[config.mk]
export PLATFORM = sky130hd
export DESIGN_NAME = serial_rx_buffer
export DESIGN_NICKNAME = d
export VERILOG_FILES = /design/src/rtl/serial_rx_pkg.sv /design/src/rtl/rx_ring.sv /design/src/rtl/rx_idle_timer.sv /design/src/rtl/rx_ready_ctrl.sv /design/src/rtl/serial_rx_buffer.sv
export SDC_FILE = /design/constraint.sdc
export NUM_CORES = 1
export LEC_CHECK = 0
export BUFFER_PORTS_ARGS = -buffer_cell sky130_fd_sc_hd__clkbuf_2
export CORE_MARGIN = 10
export CORE_UTILIZATION = 55
export DETAILED_ROUTE_END_ITERATION = 8
export GPL_ROUTABILITY_DRIVEN = 0
export HOLD_SLACK_MARGIN = 0.05
export MAX_ROUTING_LAYER = met4
export PLACE_DENSITY_LB_ADDON = 0.2
export SYNTH_ARGS = -nofsm -noshare
export SYNTH_HDL_FRONTEND = slang
export SYNTH_SLANG_ARGS = --single-unit
[constraint.sdc]
create_clock -name clk -period 8.4 [get_ports clk]
set_input_delay 2.52 -clock clk [delete_from_list [all_inputs] [get_ports clk]]
set_output_delay 2.52 -clock clk [all_outputs]
set_load 0.005 [all_outputs]
[src/rtl/serial_rx_pkg.sv]
package serial_rx_pkg;
  localparam int BYTE_W     = 8;
  localparam int STORE_SIZE = 16;
  localparam int IDLE_TICKS = 15;
  localparam int CODE_W     = 2;
  localparam int CLR_BIT    = 1;
  localparam int CODE_LSB   = 6;

  // threshold in bytes selected by the 2-bit code
  function automatic int unsigned trig_of(input logic [CODE_W-1:0] code);
    case (code)
      2'd0:    return 1;
      2'd1:    return 4;
      2'd2:    return 8;
      default: return 14;
    endcase
  endfunction

  // circular index advance
  function automatic int unsigned wrap_inc(input int unsigned idx, input int unsigned size);
    return (idx == size - 1) ? 0 : idx + 1;
  endfunction
endpackage

[src/rtl/rx_ring.sv]
module rx_ring
  import serial_rx_pkg::*;
#(
  parameter int DW    = BYTE_W,
  parameter int DEPTH = STORE_SIZE,
  localparam int AW = $clog2(DEPTH),
  localparam int CW = $clog2(DEPTH + 1)
) (
  input  logic          clk,
  input  logic          rst_n,
  input  logic          clr_i,
  input  logic          push_i,
  input  logic [DW-1:0] push_data_i,
  input  logic          pop_i,
  output logic [DW-1:0] rd_data_o,
  output logic [CW-1:0] count_o,
  output logic [CW-1:0] count_next_o,
  output logic          push_ok_o,
  output logic          pop_ok_o,
  output logic          empty_o
);
  logic [DW-1:0] mem [DEPTH];
  logic [AW-1:0] wr_idx, rd_idx;
  logic [CW-1:0] count_q;
  logic          full;

  assign full      = (count_q == CW'(DEPTH));
  assign empty_o   = (count_q == '0);
  assign push_ok_o = push_i & ~full & ~clr_i;
  assign pop_ok_o  = pop_i & ~empty_o & ~clr_i;

  always_comb begin
    if (clr_i) count_next_o = '0;
    else       count_next_o = count_q + CW'(push_ok_o) - CW'(pop_ok_o);
  end

  always_ff @(posedge clk) begin
    if (push_ok_o) mem[wr_idx] <= push_data_i;
  end

  always_ff @(posedge clk or negedge rst_n) begin
    if (!rst_n) begin
      wr_idx  <= '0;
      rd_idx  <= '0;
      count_q <= '0;
    end else if (clr_i) begin
      wr_idx  <= '0;
      rd_idx  <= '0;
      count_q <= '0;
    end else begin
      if (push_ok_o) wr_idx <= AW'(wrap_inc(int'(wr_idx), DEPTH));
      if (pop_ok_o)  rd_idx <= AW'(wrap_inc(int'(rd_idx), DEPTH));
      count_q <= count_next_o;
    end
  end

  assign rd_data_o = empty_o ? '0 : mem[rd_idx];
  assign count_o   = count_q;


  level_bound_chk: assert property (@(posedge clk) disable iff (!rst_n)
    count_q <= CW'(DEPTH));

  full_drop_chk: assert property (@(posedge clk) disable iff (!rst_n)
    (full && push_i && !pop_i && !clr_i) |=> (count_q == CW'(DEPTH)) && $stable(wr_idx));

  empty_pop_chk: assert property (@(posedge clk) disable iff (!rst_n)
    (empty_o && pop_i && !push_i) |=> empty_o && $stable(rd_idx));

  both_level_chk: assert property (@(posedge clk) disable iff (!rst_n)
    (push_i && pop_i && !full && !empty_o && !clr_i) |=> $stable(count_q));
endmodule

[src/rtl/rx_idle_timer.sv]
module rx_idle_timer
  import serial_rx_pkg::*;
#(
  parameter int LIMIT = IDLE_TICKS,
  localparam int TW = $clog2(LIMIT + 1)
) (
  input  logic clk,
  input  logic rst_n,
  input  logic clr_i,
  input  logic tick_i,
  input  logic restart_i,
  input  logic cancel_i,
  input  logic empty_next_i,
  output logic expire_o
);
  logic          armed;
  logic [TW-1:0] tcnt;
  logic          hold;

  assign hold     = clr_i | empty_next_i | restart_i | cancel_i;
  assign expire_o = armed & tick_i & ~hold & (tcnt == TW'(LIMIT - 1));

  always_ff @(posedge clk or negedge rst_n) begin
    if (!rst_n) begin
      armed <= 1'b0;
      tcnt  <= '0;
    end else if (clr_i || empty_next_i) begin
      armed <= 1'b0;
      tcnt  <= '0;
    end else if (restart_i) begin
      armed <= 1'b1;
      tcnt  <= '0;
    end else if (cancel_i || expire_o) begin
      armed <= 1'b0;
      tcnt  <= '0;
    end else if (armed && tick_i) begin
      tcnt <= tcnt + 1'b1;
    end
  end


  fresh_start_chk: assert property (@(posedge clk) disable iff (!rst_n)
    restart_i |=> !expire_o);

  empty_quiet_chk: assert property (@(posedge clk) disable iff (!rst_n)
    empty_next_i |=> (tcnt == '0) && !armed);
endmodule

[src/rtl/rx_ready_ctrl.sv]
module rx_ready_ctrl
  import serial_rx_pkg::*;
#(
  parameter int CW = 5
) (
  input  logic          clk,
  input  logic          rst_n,
  input  logic          clr_i,
  input  logic          push_ok_i,
  input  logic          pop_ok_i,
  input  logic [CW-1:0] count_next_i,
  input  logic [7:0]    trig_i,
  input  logic          expire_i,
  input  logic          rx_ie_i,
  output logic          hit_o,
  output logic          short_o,
  output logic          data_ready_o,
  output logic          rx_irq_o
);
  logic at_trig, set_ev, drop_ev, ready_q, irq_q;

  assign at_trig = int'(count_next_i) >= int'(trig_i);
  assign hit_o   = push_ok_i & at_trig;
  assign short_o = push_ok_i & ~at_trig;
  assign set_ev  = hit_o | expire_i;
  assign drop_ev = pop_ok_i & ~at_trig;

  always_ff @(posedge clk or negedge rst_n) begin
    if (!rst_n) begin
      ready_q <= 1'b0;
      irq_q   <= 1'b0;
    end else if (clr_i) begin
      ready_q <= 1'b0;
      irq_q   <= 1'b0;
    end else if (set_ev) begin
      ready_q <= 1'b1;
      irq_q   <= rx_ie_i;
    end else begin
      if (drop_ev) ready_q <= 1'b0;
      if (drop_ev || !rx_ie_i) irq_q <= 1'b0;
    end
  end

  assign data_ready_o = ready_q;
  assign rx_irq_o     = irq_q & rx_ie_i;


  trig_set_chk: assert property (@(posedge clk) disable iff (!rst_n)
    (hit_o && !clr_i) |=> data_ready_o);

  timeout_set_chk: assert property (@(posedge clk) disable iff (!rst_n)
    (expire_i && !clr_i) |=> data_ready_o);

  clear_flag_chk: assert property (@(posedge clk) disable iff (!rst_n)
    clr_i |=> !data_ready_o && !irq_q);

  irq_needs_flag_chk: assert property (@(posedge clk) disable iff (!rst_n)
    rx_irq_o |-> data_ready_o);
endmodule

[src/rtl/serial_rx_buffer.sv]
module serial_rx_buffer
  import serial_rx_pkg::*;
#(
  parameter int DW    = BYTE_W,
  parameter int DEPTH = STORE_SIZE,
  parameter int IDLE  = IDLE_TICKS,
  localparam int CW = $clog2(DEPTH + 1)
) (
  input  logic          clk,
  input  logic          rst_n,
  input  logic          push_i,
  input  logic [DW-1:0] push_data_i,
  input  logic          pop_i,
  input  logic          ctrl_wr_i,
  input  logic [7:0]    ctrl_wdata_i,
  input  logic          rx_ie_i,
  input  logic          char_tick_i,
  output logic [DW-1:0] rd_data_o,
  output logic          rd_valid_o,
  output logic [CW-1:0] level_o,
  output logic          data_ready_o,
  output logic          rx_irq_o
);
  logic [CODE_W-1:0] code_q;
  logic [7:0]        trig;
  logic              store_clr;
  logic [CW-1:0]     count, count_next;
  logic              push_ok, pop_ok, empty, hit, short_push, expire;

  assign store_clr = ctrl_wr_i & ctrl_wdata_i[CLR_BIT];
  assign trig      = 8'(trig_of(code_q));

  always_ff @(posedge clk or negedge rst_n) begin
    if (!rst_n)         code_q <= '0;
    else if (ctrl_wr_i) code_q <= ctrl_wdata_i[CODE_LSB +: CODE_W];
  end

  rx_ring #(.DW(DW), .DEPTH(DEPTH)) u_ring (
    .clk(clk), .rst_n(rst_n), .clr_i(store_clr),
    .push_i(push_i), .push_data_i(push_data_i), .pop_i(pop_i),
    .rd_data_o(rd_data_o), .count_o(count), .count_next_o(count_next),
    .push_ok_o(push_ok), .pop_ok_o(pop_ok), .empty_o(empty)
  );

  rx_ready_ctrl #(.CW(CW)) u_ready (
    .clk(clk), .rst_n(rst_n), .clr_i(store_clr),
    .push_ok_i(push_ok), .pop_ok_i(pop_ok), .count_next_i(count_next),
    .trig_i(trig), .expire_i(expire), .rx_ie_i(rx_ie_i),
    .hit_o(hit), .short_o(short_push),
    .data_ready_o(data_ready_o), .rx_irq_o(rx_irq_o)
  );

  rx_idle_timer #(.LIMIT(IDLE)) u_timer (
    .clk(clk), .rst_n(rst_n), .clr_i(store_clr), .tick_i(char_tick_i),
    .restart_i(short_push), .cancel_i(hit),
    .empty_next_i(count_next == '0), .expire_o(expire)
  );

  assign rd_valid_o = ~empty;
  assign level_o    = count;


  valid_level_chk: assert property (@(posedge clk) disable iff (!rst_n)
    rd_valid_o == (level_o != '0));
endmodule

==> qor.txt, run 1 <==
Post-synth top flop = edfxtp_1
GRT Total Usage = 16.8%
CP Data Arrival Time = 3140 ps
crit end category = primary output
Post-CTS Setup Repair Bufs = 0
die area = 16,500 µm²
fin area = 7320 µm²
sequential element share of the synthesized area = 67.9%
startpoint types = flip-flop
DRT iter0 DRCs = 290
Area contributors post-synth = edfxtp_1, dfrtp_1, mux4_2
Final Hold Fails = 0
Setup CP Type = reg -> out
clock buffer depth = 2
die height = 128 µm
PortBufs = 33
crit path max fanout = 22
Slew headroom = 37.3%
post-synthesis cell type count = 46
post-DR vias/cell = 5.93
RR Startpoint = u_ring.count_o[2]
number of global-route vias before repair = 3,708
CTS tree = yes
Setup TNS = 0 ps
Finished Core Util = 63.8%
DIE WIDTH = 128 µm
YS warnings = 0
area post-placement = 6730 µm²
Post-Route Skew = 7.02 ps
drt drc = 0
Nets = 486
first-pass GRT wire length = 20,200 µm
initial antenna violation count = 0
hold_ws = 533 ps
Final Power = 2.39 mW
Final min period = 5660 ps
routed len/inst = 21.4 µm
IO Pins = 39
Area Growth Syn to Fin = 13.2%
area fraction of the dominant cell type after synthesis = 59.4%
Final period util = 67.4%
Peak supply drop = 0.275 mV
final setup vio count = 0
Cells after Synth = 408
Synth top cells by count = edfxtp_1, mux2i_1, dfrtp_1, nor2_1, ha_1
FP Rows = 39
post-synthesis cell area = 6470 µm²
Hold Path Origin = u_timer.tcnt[2]
CTS H-tree depth = 4
#FFs+latches synth = 150
beginning of the critical path = u_ring.rd_idx[1]
status = finished, final reports clean
CTS buffer count = 17
Max Clock Freq = 177 MHz
ratio of cells with drive above 1 in the final layout = 19.3%
largest net degree at the start of global routing = 45
pwr/cell area = 326 nW/µm²
Syn Nets = 449
detailed placement HPWL = 8370 µm
DR pass1 iterations = 6
ys async rst share = 14.7%
Static Leak = 2.65 nW
MaxCap Viol Count = 0
GRT overflow = 0
RSZ-0062 raised after global routing = no
root buffer cell = clkbuf_16
Synth area leader = edfxtp_1
Post-CTS Hold Buffers = 0
worst hold path class = reg -> reg
fin. max-slew vios = 0
via count = 3,558
Initial Utilization = 56.4%
Worst-Margin Slew = 941 ps
final wirelength = 12,800 µm
ANT nets after route = 0
Resized Gates After CTS = 0
CORE AREA = 11,500 µm²
TritonCTS Sinks = 150
Post-synth EDFFs = 128
Syn Area/Cell = 15.9 µm²
# diodes = 0
count leader, synth = edfxtp_1
Clock Latency Late Sink = 420 ps
CP required = 5880 ps
Worst-path clk slew = 60 ps
## per-stage QoR
stage,cells,setup slack [ps]
2_1_floorplan,408,3100
3_3_place_gp,569,2600
3_5_place_dp,569,2540
4_1_cts,600,2730
5_1_grt,600,2480
6_report,600,2740
## cell type report
class / count / area, µm²
Inverter: 17 / 66.3
Fill cell: 814 / 4150
Clock inverter: 13 / 163
Multi-Input combinational cell: 225 / 1910
Timing Repair Buffer: 34 / 173
Tap cell: 143 / 179
Sequential cell: 150 / 4400
Clock buffer: 18 / 429
## placed cells by master (no fill, tap or decap), types with 2 or more instances in the layout
master       n
dfrtp_1     21
o311ai_1     2
and2_1      16
clkinv_2     7
clkbuf_2    33
a21oi_1     10
o21ai_0     12
mux2i_1     34
ha_1        17
clkinv_1     2
a21boi_1     3
nand2_1     14
o21ai_1      2
nand3b_1     2
clkbuf_16   17
bufinv_16    4
mux4_2      16
and3_1       6
xnor2_1      4
nor3_1       9
nand3_1     10
a21boi_0     5
a31oi_1      2
o221ai_1    16
inv_1       16
nor2_1      22
edfxtp_1   128
xor2_1       5
## sequential cells by signal, summed over array words and instances (netlist names)
name and flops:
u_ring.mem 128, u_ready.data_ready_o 1, u_timer.tcnt 4, u_ring.count_o 5, u_timer.armed 1, u_ring.rd_idx 4, u_ring.wr_idx 4, code_q 2
u_ready.irq_q 1
## path summary, 6_finish.rpt
| path | to | slack (ps) | depth (start not counted) |
|---|---|---|---|
| min in group asynchronous | u_timer.tcnt[1] | 2090 | 1 |
| hold / removal | u_timer.tcnt[2] | 530 | 2 |
| hold reg to reg | u_timer.tcnt[2] | 530 | 2 |
| setup / recovery | rd_data_o[1] | 2740 | 5 |
| setup reg to reg | u_ready.irq_q | 4340 | 16 |
| max in group asynchronous | u_ring.rd_idx[0] | 5890 | 1 |
## kinds of logic after synthesis
| kind of cell | Yosys count | share of synthesized area, % |
|---|---|---|
| muxes | 51 | 11.0 |
| DFF | 150 | 67.9 |
| xor gates and xnor gates | 9 | 1.22 |
| and+or+nand+nor | 88 | 7.10 |
| AOI/OAI and AO/OA | 59 | 6.66 |
| buffers and inverters | 33 | 2.48 |
| adders and majority gates | 18 | 3.60 |
## metal layers
| metal | track usage [%] | share of wire, % | up-vias |
|---|---|---|---|
| met4 | 6.69 | 1.5 | 0 |
| met3 | 4.56 | 5.5 | 20 |
| met1 | 20.6 | 44 | 1787 |
| met2 | 26.0 | 49 | 106 |
| met5 | - | 0 | - |
| li1 | - | - | 1645 |
## critical path: stages (launching register included)
cell      delay, ps
dfrtp_1         960
nand2_1         640
o221ai_1        430
a21boi_0        140
nor3_1          350
clkbuf_2        190
## power by group
group | switching, mW | internal, mW
combinational | 0.385 | 0.294
sequential | 0.0723 | 0.877
clock | 0.273 | 0.488
total | 0.730 | 1.66
(Power assumes the default switching activity.)
==> inputs of run 2 (changes only) <==
clock period = 5.7 ns   (was 8.4 ns; I/O delays follow)
==> run 2 against run 1 <==
Against the previous run:
- hold slack better by 20 ps
- clock-buffer cell count is 1 higher
- cell area is 0.43% lower
- non-clock buffer count is 2 higher
- clock power is 35% higher
- combinational power is 45% higher
- setup slack worse by 1700 ps
- largest power group unchanged
==> qor.txt, run 2 (synthesis results as in run 1) <==
drt drc = 0
DRT iter0 DRCs = 353
number of global-route vias before repair = 3,713
ANT nets after route = 0
CORE AREA = 11,500 µm²
Flop pwr share = 41.2%
crit path max fanout = 8
via count = 3,629
Slew headroom = 30.9%
Buf/Inv on CP = 4
Top cell by count, worst path = ha_1
P_sw = 1.08 mW
largest net degree at the start of global routing = 35
DR pass1 iterations = 5
Post-CTS Hold Buffers = 0
beginning of the critical path = push_i
Resized Gates After CTS = 0
startpoint types = input pin
# diodes = 0
worst hold path class = reg -> reg
Setup CP Type = in -> reg
crit end category = flip-flop
final setup margin = 1030 ps
CTS tree = yes
Reg2Reg Setup Slack = 1600 ps
Final min period = 4670 ps
CTS buffer count = 17
CP Cell Sequence = clkbuf_2 > inv_1 > a31oi_4 > and2_1 > inv_4 > ha_1 > inv_1 > ha_1 > fa_1 > xnor2_1 > nor2_1 > ha_1 > o2111ai_1 > nand3_1 > o311ai_1 > a31oi_1
Max Clock Freq = 214 MHz
final wirelength = 12,900 µm
cells on worst reg2reg path = 16
slowest stage delay, CP = 410 ps
status = finished, final reports clean
RSZ-0062 raised after global routing = no
clock buffer depth = 2
ratio of cells with drive above 1 in the final layout = 19.4%
CP max stage cell = fa_1
final non-filler cell total = 602
RR Startpoint = u_ring.count_o[3]
Combinational Power Share = 28.7%
die height = 128 µm
CTS H-tree depth = 4
root buffer cell = clkbuf_16
Hold Path Origin = u_timer.tcnt[2]
IO Pins = 39
Pint = 2.36 mW
initial antenna violation count = 0
worst hold path depth = 2
Clock Latency Late Sink = 420 ps
Initial Utilization = 56.4%
hold endpoint = u_timer.tcnt[2]
Worst-Margin Slew = 1040 ps
final setup vio count = 0
Final Hold Fails = 0
GRT overflow = 0
pwr/cell area = 472 nW/µm²
routed len/inst = 21.4 µm
CP Data Arrival Time = 4950 ps
clock network fraction of total power = 30.1%
FP Rows = 39
FILL cells = 814
Worst-path clk slew = 60 ps
Levels on crit path = 16
most frequent cells in the layout = edfxtp_1, mux2i_1, clkbuf_2
MaxCap Viol Count = 0
PortBufs = 33
Crit path max-delay family = adder cells
TritonCTS Sinks = 150
dpl ws = 629 ps
Static Leak = 2.63 nW
Peak supply drop = 0.341 mV
most common cell after layout, fill and taps aside = edfxtp_1
hold_ws = 553 ps
CP required = 5980 ps
Area Growth Syn to Fin = 12.7%
fin. max-slew vios = 0
Final period util = 81.9%
detailed placement HPWL = 8540 µm
r2r endpoint = u_ready.irq_q
placed cells = 571
first-pass GRT wire length = 20,000 µm
post-DR vias/cell = 6.03
DIE WIDTH = 128 µm
Setup TNS = 0 ps
Nets = 488
Post-CTS Setup Repair Bufs = 0
number of flip-flops in the largest register = 128
sw frac = 31.3%
Post-Route Skew = 10.4 ps
die area = 16,500 µm²
GRT Total Usage = 16.6%
Most flops, register = u_ring.mem
-- run 2: cell count changes in the layout (fill, tap and decap cells not counted) --
cell,delta
buf_4,+2
bufinv_16,-2
clkinvlp_4,+2
clkbuf_1,+1
clkinv_2,-1
-- run 2: how the worst max path moves through the flow --
stage	endpoint	slack, ps
after floorplan	u_ready.irq_q	1210
after global placement	u_ready.irq_q	730
after detailed placement	u_ready.irq_q	630
after CTS	rd_data_o[1]	1040
after global routing	u_ready.irq_q	800
final	u_ready.irq_q	1030
-- run 2: tightest hold or removal path, delay by kind of cell, from the launching register on --
kind | cells | cell delay (ps)
AND/OR/NAND/NOR | 1 | 80
XOR/XNOR | 1 | 70
flip-flops | 1 | 350
-- run 2: power by group through the flow --
stage / Combinational (mW) / Sequential [mW] / Clock [mW]
floorplan: 0.751 / 1.36 / 0
finish: 0.986 / 1.42 / 1.03
CTS: 0.994 / 1.42 / 1.05
global route: 1.09 / 1.44 / 1.09
global placement: 0.967 / 1.43 / 0
detailed placement: 0.989 / 1.44 / 0
-- run 2: metal layers --
layer / vias up / track usage, % / share of wire (%)
li1: 1653 / - / -
met1: 1828 / 20.7 / 44
met5: - / - / 0
met3: 18 / 3.74 / 5.2
met4: 0 / 8.21 / 1.8
met2: 130 / 25.3 / 49
-- run 2: area by class of cell --
type | count | area [µm²] | area share [%]
clock inverter | 12 | 113 | 1.55
inverter | 17 | 66.3 | 0.910
multi-input combinational | 225 | 1910 | 26.3
sequential | 150 | 4400 | 60.3
tap | 143 | 179 | 2.46
clock buffer | 19 | 433 | 5.94
timing repair buffer | 36 | 188 | 2.58
-- run 2: stage by stage --
step                total power, mW  utilization, %  cell area, µm²
CTS                            3.47            63.5            7290
global route                   3.62            63.5            7290
detailed placement             2.43            58.8            6740
floorplan                      2.12               -            6470
finish                         3.44            63.5            7290
global placement               2.40            58.8            6740
==> inputs of run 3 (changes only) <==
clock period = 4.35 ns   (was 5.7 ns; I/O delays follow)
==> run 3 against run 2 <==
Against the previous run:
- hold slack worse by 14 ps
- wire length is 0.24% lower
- core utilization rose by 0.82 points
- highest routed layer unchanged
==> qor.txt, run 3 (synthesis results as in run 1) <==
via count = 3,531
ratio of cells with drive above 1 in the final layout = 20.6%
DIE WIDTH = 128 µm
clock network fraction of total power = 31.3%
hold_ws = 539 ps
status = finished, final reports clean
Peak supply drop = 0.404 mV
slowest stage delay, CP = 630 ps
CTS tree = yes
CORE AREA = 11,500 µm²
Resized Gates After CTS = 0
sw frac = 31.2%
P_sw = 1.44 mW
Most flops, register = u_ring.mem
met3 WL = 747 µm
pwr/cell area = 626 nW/µm²
die height = 128 µm
CTS H-tree depth = 4
post-DR vias/cell = 5.81
Max Clock Freq = 248 MHz
most frequent cells in the layout = edfxtp_1, mux2i_1, clkbuf_2
Worst-path clk slew = 60 ps
PortBufs = 33
DR pass1 iterations = 4
FP Rows = 39
CP required = 3040 ps
uppermost layer routed = met4
number of global-route vias before repair = 3,624
routed len/inst = 21.1 µm
root buffer cell = clkbuf_16
FILL cells = 806
Setup CP Type = reg -> out
Worst-Margin Slew = 758 ps
Combinational Power Share = 29.9%
DRT iter0 DRCs = 358
initial antenna violation count = 0
number of flip-flops in the largest register = 128
Post-Route Skew = 9.04 ps
Setup TNS = 0 ps
final setup margin = 317 ps
detailed placement HPWL = 8540 µm
M1 WL = 5570 µm
GRT Total Usage = 16.7%
die area = 16,500 µm²
Multi-input gate area = 1910 µm²
Final Hold Fails = 0
Initial Utilization = 56.4%
register area = 4400 µm²
fin. max-slew vios = 0
# diodes = 0
Nets = 493
Final min period = 4030 ps
crit path max fanout = 16
largest net degree at the start of global routing = 36
Final period util = 92.7%
MaxCap Viol Count = 0
drt drc = 0
Pint = 3.18 mW
Finished Core Util = 64.4%
dpl ws = 47.4 ps
clock buffer depth = 2
ANT nets after route = 0
Slew headroom = 49.5%
final wirelength = 12,800 µm
Flop pwr share = 38.8%
Clock Latency Late Sink = 420 ps
Post-CTS Hold Buffers = 0
Area Growth Syn to Fin = 14.1%
Post-CTS Setup Repair Bufs = 0
startpoint types = flip-flop
Static Leak = 2.67 nW
CP Data Arrival Time = 2730 ps
final setup vio count = 0
IO Pins = 39
CP Cell Sequence = nand2b_1 > o221ai_1 > a21boi_0 > nor3_1 > clkbuf_2
most common cell after layout, fill and taps aside = edfxtp_1
worst hold path class = reg -> reg
TritonCTS Sinks = 150
crit end category = primary output
first-pass GRT wire length = 19,900 µm
CP max stage cell = dfrtp_1
RSZ-0062 raised after global routing = no
CTS buffer count = 17
met2 wire len = 6300 µm
GRT overflow = 0
==> run 3: final timing paths <==
kind / from / end / slack [ps] / cells after the start
worst max-delay path: u_ring.rd_idx[2] / rd_data_o[2] / 320 / 5
worst min-delay path: u_timer.tcnt[2] / u_timer.tcnt[2] / 540 / 2
worst max register to register: u_ring.count_o[2] / u_ready.data_ready_o / 610 / 17
worst min register to register: u_timer.tcnt[2] / u_timer.tcnt[2] / 540 / 2
max in group asynchronous: rst_n / u_ring.rd_idx[0] / 3040 / 1
min in group asynchronous: rst_n / u_timer.tcnt[1] / 880 / 1
==> run 3: power by group through the flow <==
stage          clock (mW)  combinational [mW]  sequential, mW
6_report             1.45                1.38            1.79
5_1_grt              1.53                1.53            1.81
4_1_cts              1.47                1.40            1.79
3_5_place_dp            0                1.39            1.82
3_3_place_gp            0                1.36            1.81
2_1_floorplan           0               0.984            1.79
==> run 3: cell type report <==
type | instances | area share, %
clock buffers | 18 | 5.81
clock inverters | 14 | 2.17
inverters | 17 | 0.898
multi-input cells | 225 | 25.9
flip-flops and latches | 150 | 59.6
well taps | 143 | 2.42
repair buffers | 41 | 3.22
==> run 3: per-stage QoR <==
step                area [µm²]  power (mW)  instances
global route              7380        4.86        608
detailed placement        6790        3.21        576
floorplan                 6470        2.77        408
global placement          6790        3.17        576
CTS                       7380        4.66        608
finish                    7380        4.62        608
==> run 3: worst max-delay path: cells and delay by family, from the launching register on <==
family	cells	cell delay (ps)
AO/OA/AOI/OAI	2	640
buffers and inverters	1	180
flip-flops	1	630
AND/OR/NAND/NOR	2	860
==> run 3: layer usage <==
metal	up-vias	GRT usage [%]
met5	-	-
met4	0	6.89
met3	18	4.72
met2	108	25.7
met1	1737	20.4
li1	1668	-
